--- config.mk ---
export PLATFORM = sky130hd
export DESIGN_NAME = divcfg_loader
export DESIGN_NICKNAME = d
export VERILOG_FILES = /design/src/rtl/divcfg_pkg.sv /design/src/rtl/divcfg_sync.sv /design/src/rtl/divcfg_rise.sv /design/src/rtl/divcfg_shift.sv /design/src/rtl/divcfg_hold.sv /design/src/rtl/divcfg_loader.sv
export SDC_FILE = /design/constraint.sdc
export NUM_CORES = 1
export LEC_CHECK = 0
export ABC_AREA = 0
export BUFFER_PORTS_ARGS = -buffer_cell sky130_fd_sc_hd__buf_2
export CAP_MARGIN = 20
export CORE_MARGIN = 4
export CORE_UTILIZATION = 40
export CTS_CLUSTER_SIZE = 14
export DETAILED_ROUTE_END_ITERATION = 6
export GPL_TIMING_DRIVEN = 0
export SLEW_MARGIN = 20
export SYNTH_ARGS = -nofsm -noshare
export SYNTH_HDL_FRONTEND = slang
export SYNTH_HIERARCHICAL = 1
export SYNTH_SLANG_ARGS = --single-unit
--- constraint.sdc ---
create_clock -name clk -period 1.7 [get_ports clk]
set_clock_uncertainty 0.05 [all_clocks]
set_input_delay 0.425 -clock clk [delete_from_list [all_inputs] [get_ports clk]]
set_output_delay 0.425 -clock clk [all_outputs]
set_load 0.05 [all_outputs]
--- src/rtl/divcfg_pkg.sv ---
package divcfg_pkg;

    localparam int PRE_W   = 5;
    localparam int CODE_W  = 3;
    localparam int FB_W    = 10;
    localparam int FRAME_W = PRE_W + CODE_W + FB_W;
    localparam int RATIO_W = 6;

    // Field order matches wire order: first bit shifted is the struct MSB.
    typedef struct packed {
        logic [PRE_W-1:0]  pre;
        logic [CODE_W-1:0] code;
        logic [FB_W-1:0]   fb;
    } divcfg_t;

    localparam divcfg_t CFG_RESET = '{pre: 5'b11001, code: 3'b010, fb: 10'b1001000000};

    function automatic logic code_ok(input logic [CODE_W-1:0] c);
        return (c >= 3'd1) && (c <= 3'd5);
    endfunction

    function automatic logic [RATIO_W-1:0] code_ratio(input logic [CODE_W-1:0] c);
        return code_ok(c) ? (RATIO_W'(1) << c) : '0;
    endfunction

endpackage

--- src/rtl/divcfg_sync.sv ---
module divcfg_sync #(
    parameter int W      = 3,
    parameter int STAGES = 2
) (
    input  logic         clk,
    input  logic         rst,
    input  logic [W-1:0] d,
    output logic [W-1:0] q
);
    logic [STAGES-1:0][W-1:0] chain;

    always_ff @(posedge clk) begin
        if (rst) chain[0] <= '0;
        else     chain[0] <= d;
    end

    for (genvar i = 1; i < STAGES; i++) begin : g_stage
        always_ff @(posedge clk) begin
            if (rst) chain[i] <= '0;
            else     chain[i] <= chain[i-1];
        end
    end

    assign q = chain[STAGES-1];
endmodule

--- src/rtl/divcfg_rise.sv ---
module divcfg_rise #(
    parameter int W = 2
) (
    input  logic         clk,
    input  logic         rst,
    input  logic [W-1:0] lvl,
    output logic [W-1:0] rise
);
    logic [W-1:0] prev;

    always_ff @(posedge clk) begin
        if (rst) prev <= '0;
        else     prev <= lvl;
    end

    assign rise = lvl & ~prev;

    for (genvar i = 0; i < W; i++) begin : g_chk
        assert_one_pulse_R4: assert property (@(posedge clk) disable iff (rst)
            rise[i] |=> !rise[i]);
    end
endmodule

--- src/rtl/divcfg_shift.sv ---
module divcfg_shift
    import divcfg_pkg::*;
(
    input  logic               clk,
    input  logic               rst,
    input  logic               en,
    input  logic               din,
    output logic [FRAME_W-1:0] word
);
    always_ff @(posedge clk) begin
        if (rst)     word <= '0;
        else if (en) word <= {word[FRAME_W-2:0], din};
    end

    assert_shift_R2: assert property (@(posedge clk) disable iff (rst)
        en |=> (word[0] == $past(din)) && (word[FRAME_W-1:1] == $past(word[FRAME_W-2:0])));
    assert_idle_R3: assert property (@(posedge clk) disable iff (rst)
        !en |=> $stable(word));
endmodule

--- src/rtl/divcfg_hold.sv ---
module divcfg_hold
    import divcfg_pkg::*;
(
    input  logic    clk,
    input  logic    rst,
    input  logic    commit,
    input  divcfg_t frame,
    output divcfg_t cfg,
    output logic    err
);
    always_ff @(posedge clk) begin
        if (rst) begin
            cfg <= CFG_RESET;
            err <= 1'b0;
        end else if (commit) begin
            cfg.pre <= frame.pre;
            cfg.fb  <= frame.fb;
            if (code_ok(frame.code)) begin
                cfg.code <= frame.code;
                err      <= 1'b0;
            end else begin
                err      <= 1'b1;
            end
        end
    end

    assert_hold_R3: assert property (@(posedge clk) disable iff (rst)
        !commit |=> $stable(cfg) && $stable(err));
    assert_legal_R5: assert property (@(posedge clk) disable iff (rst)
        code_ok(cfg.code));
    assert_good_R5: assert property (@(posedge clk) disable iff (rst)
        (commit && code_ok(frame.code)) |=> !err && (cfg == $past(frame)));
    assert_bad_R6: assert property (@(posedge clk) disable iff (rst)
        (commit && !code_ok(frame.code)) |=> err && (cfg.code == $past(cfg.code))
            && (cfg.pre == $past(frame.pre)) && (cfg.fb == $past(frame.fb)));
endmodule

--- src/rtl/divcfg_loader.sv ---
module divcfg_loader
    import divcfg_pkg::*;
#(
    parameter int SYNC_STAGES = 2
) (
    input  logic               clk,
    input  logic               rst,
    input  logic               ser_data,
    input  logic               ser_clk,
    input  logic               ser_load,
    output logic [PRE_W-1:0]   pre_div,
    output logic [CODE_W-1:0]  out_code,
    output logic [FB_W-1:0]    fb_div,
    output logic [RATIO_W-1:0] out_ratio,
    output logic               code_err
);
    logic [2:0]         wires_s;
    logic [1:0]         edges;
    logic [FRAME_W-1:0] staged;
    divcfg_t            held;

    divcfg_sync #(.W(3), .STAGES(SYNC_STAGES)) u_sync (
        .clk (clk),
        .rst (rst),
        .d   ({ser_load, ser_clk, ser_data}),
        .q   (wires_s)
    );

    divcfg_rise #(.W(2)) u_rise (
        .clk  (clk),
        .rst  (rst),
        .lvl  (wires_s[2:1]),
        .rise (edges)
    );

    divcfg_shift u_shift (
        .clk  (clk),
        .rst  (rst),
        .en   (edges[0]),
        .din  (wires_s[0]),
        .word (staged)
    );

    divcfg_hold u_hold (
        .clk    (clk),
        .rst    (rst),
        .commit (edges[1]),
        .frame  (divcfg_t'(staged)),
        .cfg    (held),
        .err    (code_err)
    );

    assign pre_div   = held.pre;
    assign out_code  = held.code;
    assign fb_div    = held.fb;
    assign out_ratio = code_ratio(held.code);
endmodule

==> results.md, run 1 <==
- Syn avg cell area: 10.8 um^2
- Layout cells sized above 1: 0.321
- Placed Area: 1930 um^2
- Pre-CTS worst setup slack: 0.0374 ns
- Pin count of the biggest net entering global routing: 15
- Pre-Repair DR Iteration Count: 4
- Setup bufs post-CTS: 0
- Leak Pwr: 0.836 nW
- Final core utilization: 0.517
- Hpwl dp: 2350 um
- H-tree Lvls: 2
- Die area: 5330 um^2
- Crit Path Class: reg2out
- Crit-path cells: and3b_2 -> clkbuf_4
- Fillers: 380
- Number of global-route vias before repair: 1229
- Fmax: 619 MHz
- Power per cell area: 1030 nW/um^2
- Wire length per cell: 13.6 um
- Most frequent cells in the layout: dfxtp_1, nor2_1, mux2i_1
- Commonest non-fill, non-tap cell in the layout: dfxtp_1
- Worst VDD drop: 0.000625 V
- Initial core utilization: 0.419
- Min-Delay Path Class: in2reg
- Max-slew violations: 0
- Post-placement cell count: 235
- Fin Setup TNS: 0 ns
- Part of the Yosys area used for sequential elements: 0.533
- IO buf count: 28
- YS warnings: 6
- DR vias/cell: 4.86
- Count of cell types in the netlist: 26
- First-pass GRT wire length: 5650 um
- Core Area: 4030 um^2
- Tcrit/Tclk final: 0.951
- Max Cap Viol: 0
- Antenna Nets Post-Route: 0
- Die Wd: 73.0 um
- Initial DRC Count: 89
- CP arrival: 1.14 ns
- # diodes: 0
- Ports: 30
- Vias: 1181
- Clock Tree Buf Depth: 2
- Status: complete, no violations
- Area growth syn-to-layout: 23.3%
- # hold bufs at CTS: 0
- Syn Nets: 162
- Root buf cell: clkbuf_8
- Design Area, Final: 2080 um^2
- Setup violators final: 0
- Worst Tran Pin Value: 0.532 ns
- CTS Buf Count: 5
- Synth Cell Area: 1690 um^2
- DR DRC count: 0
- Syn Inst Count: 157
- Worst slew margin: 0.645
- # rows: 23
- RSZ-0062 raised after global routing: false
- Worst setup margin: 0.0840 ns
- Area of the multi-input gates: 716 um^2
- Final WL: 3320 um
- Top delay family on crit path: flip-flops
- CP max stage delay: 0.39 ns
- Initial antenna violation count: 0
- Total power: 2.15 mW
- Non-Filler Instances: 243
- Routability cong.: 0.750
- Critical path's slowest cell: dfxtp_4
- Die height: 73.0 um
- Worst skew pair latency: 0.30 ns
- Total Nets Final: 197
- Nature of the critical path endpoint: primary output
- Gr usage total: 0.139
- CP Buf/Inv Count: 1
- CTS tree: yes
- Largest fanout on the critical path: 8
- Worst hold slack: 0.283 ns
- Yosys reg bits: 45
- Critical Path RT: 1.22 ns
- Total gr overflow: 0
- Worst setup SP type: flop
- Post-route minimum period: 1.62 ns
- Num Clock Sinks: 45
- Final Hold Vio Count: 0
- FF+latch area: 912 um^2
- CTS clock-pin slew for the worst setup and hold paths: 0.09 ns
[path summary, 6_finish.rpt]
check | start | to | slack [ns] | cells past startpoint
worst min-delay path | ser_data | u_sync/chain[0] | 0.28 | 2
worst min register to register | u_sync/chain[2] | u_sync/q[2] | 0.39 | 1
worst max register to register | u_sync/q[2] | u_hold/cfg[14] | 0.10 | 6
worst max-delay path | u_hold/cfg[12] | out_ratio[3] | 0.08 | 2
[kinds of logic (layout without fill, tap and decap cells)]
kind of cell,after synthesis,after routing,share of synthesized area
flops,45,45,0.533
mux,28,28,0.166
other cells,1,1,0.00222
simple gates,55,55,0.175
buf+inv,13,49,0.0630
compound gates,15,15,0.0607
[where the power goes]
group	total, mW	switching, mW	leakage [nW]	internal [mW]
Clock	0.943	0.360	0.0681	0.584
Sequential	1.07	0.00536	0.366	1.06
Combinational	0.137	0.0832	0.401	0.0539
Total	2.15	0.448	0.836	1.70
[what timing repair did]
item,in CTS,in global routing
setup endpoints to repair,3,4
resized for setup,3,5
endpoints found under the hold margin,0,0
pin swaps,0,0
[worst register-to-register path, delay by kind of cell, from the launching register on]
kind          cells  cell delay (ns)
buf+inv           3             0.50
mux               1             0.24
flops             1             0.32
simple gates      2             0.38
[per-layer routing]
layer / wire, um / up-vias / track usage
li1: - / 591 / -
met1: 1370 / 554 / 0.153
met2: 1710 / 31 / 0.238
met3: 195 / 5 / 0.0565
met4: 42 / 0 / 0.0512
met5: 0 / - / 0
[synthesized netlist by cell type]
cell type	number	share of area
a21bo_1	1	0.0059
nor2b_2	2	0.010
buf_6	3	0.020
o22ai_1	1	0.0037
buf_4	4	0.018
a21oi_1	3	0.0089
nor2b_1	9	0.033
nor3b_1	3	0.013
and3b_2	2	0.012
dfxtp_1	45	0.53
mux2i_1	28	0.17
nor2_1	30	0.067
buf_12	1	0.012
nor3_1	1	0.0030
and2b_2	5	0.026
clkbuf_1	1	0.0022
o21ai_0	4	0.012
nand2_1	1	0.0022
or2_0	1	0.0037
a22oi_1	1	0.0044
clkbuf_2	1	0.0030
or2b_1	1	0.0044
buf_2	2	0.0059
conb_1	1	0.0022
a211o_1	5	0.026
inv_1	1	0.0022
[area by class of cell]
cell class | count | share of cell area
Buffer | 12 | 0.0492
Clock buffer | 5 | 0.0330
Clock inverter | 3 | 0.0312
Inverter | 1 | 0.00180
Multi-Input combinational cell | 99 | 0.344
Sequential cell | 45 | 0.438
Tap cell | 50 | 0.0300
Timing Repair Buffer | 28 | 0.0733
[flip-flops by register name, indices dropped and copies added (netlist names)]
signal and flops:
u_sync/chain 3, u_hold/err 1, u_hold/cfg 18, u_sync/q 3
u_rise/prev 2, u_shift/word 18
Power figures use the tool's default switching activity.
==> run 2, diff against run 1 <==
==> constraint.sdc (replaced) <==
create_clock -name clk -period 1.6 [get_ports clk]
set_clock_uncertainty 0.05 [all_clocks]
set_input_delay 0.4 -clock clk [delete_from_list [all_inputs] [get_ports clk]]
set_output_delay 0.4 -clock clk [all_outputs]
set_load 0.05 [all_outputs]
==> run 2 against run 1 <==
Wire length increased by 0.63%. Utilization up 0.78 points. Via count up 0.85%. First-iteration DRC count is 9.0% lower. Clock power increased by 5.7%. Count of clock-buffer cells in the layout unchanged. Critical path type unchanged. Critical endpoint is now out_ratio[1]. Highest routed layer unchanged.
==> results.md, run 2 (synthesis results as in run 1) <==
- # rows: 23 (unchanged)
- Largest fanout on the critical path: 7 (-1)
- CP arrival: 1.09 ns (-0.05 ns)
- Worst Tran Pin Value: 0.531 ns (-0.000463 ns)
- Most frequent cells in the layout: dfxtp_1, nor2_1, mux2i_1
- Fillers: 376 (-1.1%)
- Crit-path cells: nor3b_4 -> buf_6
- Die height: 73.0 um (unchanged)
- Ports: 30 (unchanged)
- Hpwl dp: 2350 um (unchanged)
- Worst slew margin: 0.646 (about the same)
- Routability cong.: 0.750 (unchanged)
- RR Endpoint: u_hold/cfg[14]
- Status: complete, no violations
- Core Area: 4030 um^2 (unchanged)
- Max Cap Viol: 0 (unchanged)
- Worst hold path cell count: 2 (unchanged)
- CP max stage delay: 0.41 ns (+0.02 ns)
- CTS clock-pin slew for the worst setup and hold paths: 0.08 ns (about the same)
- Nature of the critical path endpoint: primary output
- DR vias/cell: 4.88 (+0.43%)
- Tcrit/Tclk final: 0.963
- Gr usage total: 0.141 (+0.00258)
- IO buf count: 28 (unchanged)
- Reg2reg start: u_sync/q[2]
- Initial core utilization: 0.419 (unchanged)
- Internal reg-to-reg setup slack: 0.11 ns (about the same)
- RSZ-0062 raised after global routing: true
- # diodes: 0 (unchanged)
- Root buf cell: clkbuf_8
- Clock Tree Buf Depth: 2 (unchanged)
- Area growth syn-to-layout: 25.2%
- Number of global-route vias before repair: 1243 (+1.1%)
- Max-slew violations: 0 (unchanged)
- Pin count of the biggest net entering global routing: 15 (unchanged)
- Registers with the most flip-flops: u_hold/cfg: 18 flops, u_shift/word: 18 flops
- Worst skew pair latency: 0.30 ns (about the same)
- Design Area, Final: 2110 um^2 (+1.5%)
- # hold bufs at CTS: 0 (unchanged)
- Crit Path Class: reg2out
- Leak Pwr: 0.847 nW (+1.3%)
- CTS Buf Count: 5 (unchanged)
- H-tree Lvls: 2 (unchanged)
- Total Nets Final: 198 (+0.51%)
- R2R cell count: 6 (unchanged)
- HP Start: ser_data
- Power per cell area: 1080 nW/um^2 (+4.5%)
- Antenna Nets Post-Route: 0 (unchanged)
- Worst VDD drop: 0.000664 V (+6.2%)
- Min-Delay Path Class: in2reg
- Num Clock Sinks: 45 (unchanged)
- DR DRC count: 0 (unchanged)
- Fmax: 649 MHz
- Pre-Repair DR Iteration Count: 4 (unchanged)
- Total gr overflow: 0 (unchanged)
- Layout cells sized above 1: 0.325 (+0.00350)
- Critical path's slowest cell: dfxtp_4
- Critical Path RT: 1.15 ns (-0.07 ns)
- Initial antenna violation count: 0 (unchanged)
- Final WL: 3340 um (+0.63%)
- Die Wd: 73.0 um (unchanged)
- Die area: 5330 um^2 (unchanged)
- Initial DRC Count: 81 (-9.0%)
- Worst hold endpoint: u_sync/chain[0]
- Worst setup SP type: flop
- Commonest non-fill, non-tap cell in the layout: dfxtp_1
- CTS tree: yes
- First-pass GRT wire length: 5740 um (+1.6%)
- Post-route minimum period: 1.54 ns
- Final Hold Vio Count: 0 (unchanged)
- Wire length per cell: 13.7 um (+0.22%)
- Placed Area: 1930 um^2 (unchanged)
- Setup violators final: 0 (unchanged)
- Vias: 1191 (+0.85%)
- Worst hold slack: 0.259 ns (-0.0248 ns)
[run 2: timing repair]
| item | 4_1_cts | 5_1_grt |
|---|---|---|
| gates resized for setup | 9 | 5 |
| setup buffers | 0 | 1 |
| setup endpoints to repair | 8 | 5 |
[run 2: power breakdown]
part | total, mW | internal [mW] | switching (mW)
registers | 1.14 | 1.13 | 0.00594
logic | 0.146 | 0.0580 | 0.0880
clock network | 0.997 | 0.620 | 0.377
total | 2.28 | 1.81 | 0.471
[run 2: final cells by class]
| class | instances | area, um^2 | share of cell area |
|---|---|---|---|
| flip-flops and latches | 45 | 912 | 0.431 |
| multi-input cells | 99 | 721 | 0.341 |
| repair buffers | 29 | 179 | 0.0846 |
| plain buffers | 12 | 103 | 0.0485 |
| clock buffers | 5 | 68.8 | 0.0325 |
| clock inverters | 3 | 65.1 | 0.0308 |
| well taps | 50 | 62.6 | 0.0296 |
| inverters | 1 | 3.75 | 0.00178 |
[run 2: worst max-delay path, delay by kind of cell, from the launching register on]
kind / cells / cell delay, ns
flip-flops: 1 / 0.41
buffers and inverters: 1 / 0.18
AND/OR/NAND/NOR: 1 / 0.21
[run 2: stage by stage]
| stage | std cells | setup WS (ns) | utilization | setup TNS, ns | total power [mW] |
|---|---|---|---|---|---|
| 6_report | 244 | 0.0596 | 0.525 | 0 | 2.28 |
| 5_1_grt | 244 | -0.00799 | 0.525 | -0.00966 | 2.38 |
| 4_1_cts | 243 | 0.00584 | 0.518 | 0 | 2.31 |
| 3_5_place_dp | 235 | -0.0376 | 0.479 | -0.252 | 1.31 |
| 3_3_place_gp | 235 | 0.0365 | 0.479 | 0 | 1.31 |
| 2_1_floorplan | 157 | 0.0219 | - | 0 | 1.28 |
[run 2: how the worst max path moves through the flow]
| stage | startpoint | endpoint | slack [ns] |
|---|---|---|---|
| 2_1_floorplan | u_hold/cfg[11] | out_ratio[2] | 0.02 |
| 3_3_place_gp | rst | u_hold/cfg[7] | 0.04 |
| 3_5_place_dp | rst | u_hold/cfg[0] | -0.04 |
| 4_1_cts | u_hold/cfg[10] | out_ratio[1] | 0.006 |
| 5_1_grt | u_hold/cfg[11] | out_ratio[2] | -0.008 |
| 6_report | u_hold/cfg[10] | out_ratio[1] | 0.06 |
[run 2: metal layers]
metal / track usage / wire length (um) / up-vias
met4: 0.0574 / 56 / 0
met2: 0.241 / 1730 / 36
met3: 0.0579 / 197 / 7
li1: - / - / 593
met1: 0.154 / 1360 / 555
met5: 0 / 0 / -
==> run 3, diff against run 2 <==
--- a/config.mk
+++ b/config.mk
@@ -9,10 +9,11 @@
 export BUFFER_PORTS_ARGS = -buffer_cell sky130_fd_sc_hd__buf_2
 export CAP_MARGIN = 20
 export CORE_MARGIN = 4
-export CORE_UTILIZATION = 40
+export CORE_UTILIZATION = 45
 export CTS_CLUSTER_SIZE = 14
 export DETAILED_ROUTE_END_ITERATION = 6
 export GPL_TIMING_DRIVEN = 0
+export PLACE_DENSITY = 0.66
 export SLEW_MARGIN = 20
 export SYNTH_ARGS = -nofsm -noshare
 export SYNTH_HDL_FRONTEND = slang
==> run 3 against run 2 <==
Register-to-register slack improved by 0.03 ns. Final area fell by 3.7%. First-iteration DRC count fell by 32%. Via count fell by 0.17%. Sequential power barely moved. Maximum frequency barely moved. Wire length fell by 7.6%.
==> results.md, run 3 (synthesis results as in run 1) <==
- Status: complete, no violations
- Worst VDD drop: 0.000450 V (-32%)
- Leak Pwr: 0.814 nW (-3.8%)
- Total gr overflow: 0 (unchanged)
- Worst slew margin: 0.634 (-0.0112)
- Pre-Repair DR Iteration Count: 4 (unchanged)
- CTS clock-pin slew for the worst setup and hold paths: 0.07 ns (about the same)
- Critical Path RT: 1.15 ns (about the same)
- Hpwl dp: 2150 um (-8.3%)
- Pin count of the biggest net entering global routing: 13 (-2)
- Total power: 1.96 mW (-14%)
- Antenna Nets Post-Route: 0 (unchanged)
- Root buf cell: clkbuf_8
- Internal reg-to-reg setup slack: 0.14 ns (+0.03 ns)
- Final Hold Vio Count: 0 (unchanged)
- Registers with the most flip-flops: u_hold/cfg: 18 flops, u_shift/word: 18 flops
- Most frequent cells in the layout: dfxtp_1, nor2_1, mux2i_1
- CTS tree: yes
- Routed wl met3: 201 um (+2.0%)
- IO buf count: 28 (unchanged)
- Post-Route M1 WL: 1410 um (+3.7%)
- Setup violators final: 0 (unchanged)
- Gr usage total: 0.139 (-0.00225)
- Post-placement cell count: 231 (-1.7%)
- Max-slew violations: 0 (unchanged)
- Area of the multi-input gates: 721 um^2 (unchanged)
- Die area: 4800 um^2 (-9.9%)
- Initial core utilization: 0.487 (+0.0678)
- Nature of the critical path endpoint: primary output
- Final WL: 3080 um (-7.6%)
- Largest fanout on the critical path: 8 (+1)
- First-pass GRT wire length: 5310 um (-7.4%)
- FF+latch area: 912 um^2 (unchanged)
- Num Clock Sinks: 45 (unchanged)
- Fillers: 327 (-13%)
- Core Area: 3470 um^2 (-14%)
- # diodes: 0 (unchanged)
- CTS Buf Count: 5 (unchanged)
- Die height: 69.3 um (-5.1%)
- Ports: 30 (unchanged)
- Worst skew pair latency: 0.29 ns (about the same)
- # rows: 21 (-8.7%)
- Number of global-route vias before repair: 1130 (-9.1%)
- Min-Delay Path Class: in2reg
- RSZ-0062 raised after global routing: false
- DR vias/cell: 5.00 (+2.3%)
- Tcrit/Tclk final: 0.962 (about the same)
- H-tree Lvls: 2 (unchanged)
- Layout cells sized above 1: 0.313 (-0.0122)
- Post-route minimum period: 1.54 ns (-0.000797 ns)
- Area growth syn-to-layout: 20.5%
- Vias: 1189 (-0.17%)
- Worst Tran Pin Value: 0.548 ns (+0.0169 ns)
- Total Nets Final: 197 (-0.51%)
- Crit Path Class: reg2out
- Placed Area: 1920 um^2 (-0.26%)
- Fmax: 650 MHz (about the same)
- Setup bufs post-CTS: 0 (unchanged)
- Initial antenna violation count: 0 (unchanged)
- Commonest non-fill, non-tap cell in the layout: dfxtp_1
- Top sig layer: met4
- Clock Tree Buf Depth: 2 (unchanged)
- DR DRC count: 0 (unchanged)
- Non-Filler Instances: 238 (-2.5%)
- CP arrival: 1.09 ns (about the same)
- Routability cong.: 0.724 (-3.5%)
- Wire length per cell: 13.0 um (-5.3%)
- Max Cap Viol: 0 (unchanged)
- Die Wd: 69.3 um (-5.1%)
- Worst hold slack: 0.267 ns (+0.00871 ns)
- Initial DRC Count: 55 (-32%)
- Design Area, Final: 2040 um^2 (-3.7%)
- Worst setup SP type: flop
- Power per cell area: 965 nW/um^2 (-11%)
- WL met2: 1440 um (-17%)
## run 3: repair_timing
item | 4_1_cts | 5_1_grt
endpoints found under the setup margin | 6 | 5
hold endpoints to repair | 0 | 0
gates resized for setup | 6 | 3
hold buffers | 0 | 0
## run 3: critical path, cell delays in order, from the launching register on
cell	delay [ns]
dfxtp_4	0.40
and3b_2	0.22
buf_4	0.18
## run 3: metrics by stage
stage               utilization  setup WS (ns)  setup TNS [ns]
floorplan                     -         0.0219               0
global placement          0.555        -0.0421          -0.385
detailed placement        0.555        -0.0680          -0.525
CTS                       0.585        0.00117               0
global route              0.587        0.00568               0
finish                    0.587         0.0604               0
## run 3: metal layers
layer,vias up,track usage
li1,589,-
met1,564,0.169
met2,32,0.212
met3,4,0.0565
met4,0,0.0694
met5,-,0
## run 3: worst paths after layout
check	from	to	cells past startpoint
setup / recovery	u_hold/cfg[12]	out_ratio[3]	2
hold reg to reg	u_sync/chain[2]	u_sync/q[2]	1
hold / removal	ser_load	u_sync/chain[2]	2
setup reg to reg	u_sync/q[2]	u_hold/cfg[1]	6
## run 3: power breakdown
part | internal [mW] | switching, mW | leakage (nW)
combinational | 0.0580 | 0.0868 | 0.404
sequential | 1.13 | 0.00574 | 0.366
clock | 0.343 | 0.340 | 0.0443
## run 3: cell type report
type                       instances  area share
buffer                            12      0.0504
clock buffer                       7      0.0424
inverter                           1     0.00184
multi-input combinational         99       0.354
sequential                        45       0.448
tap                               46      0.0283
timing repair buffer              28      0.0750
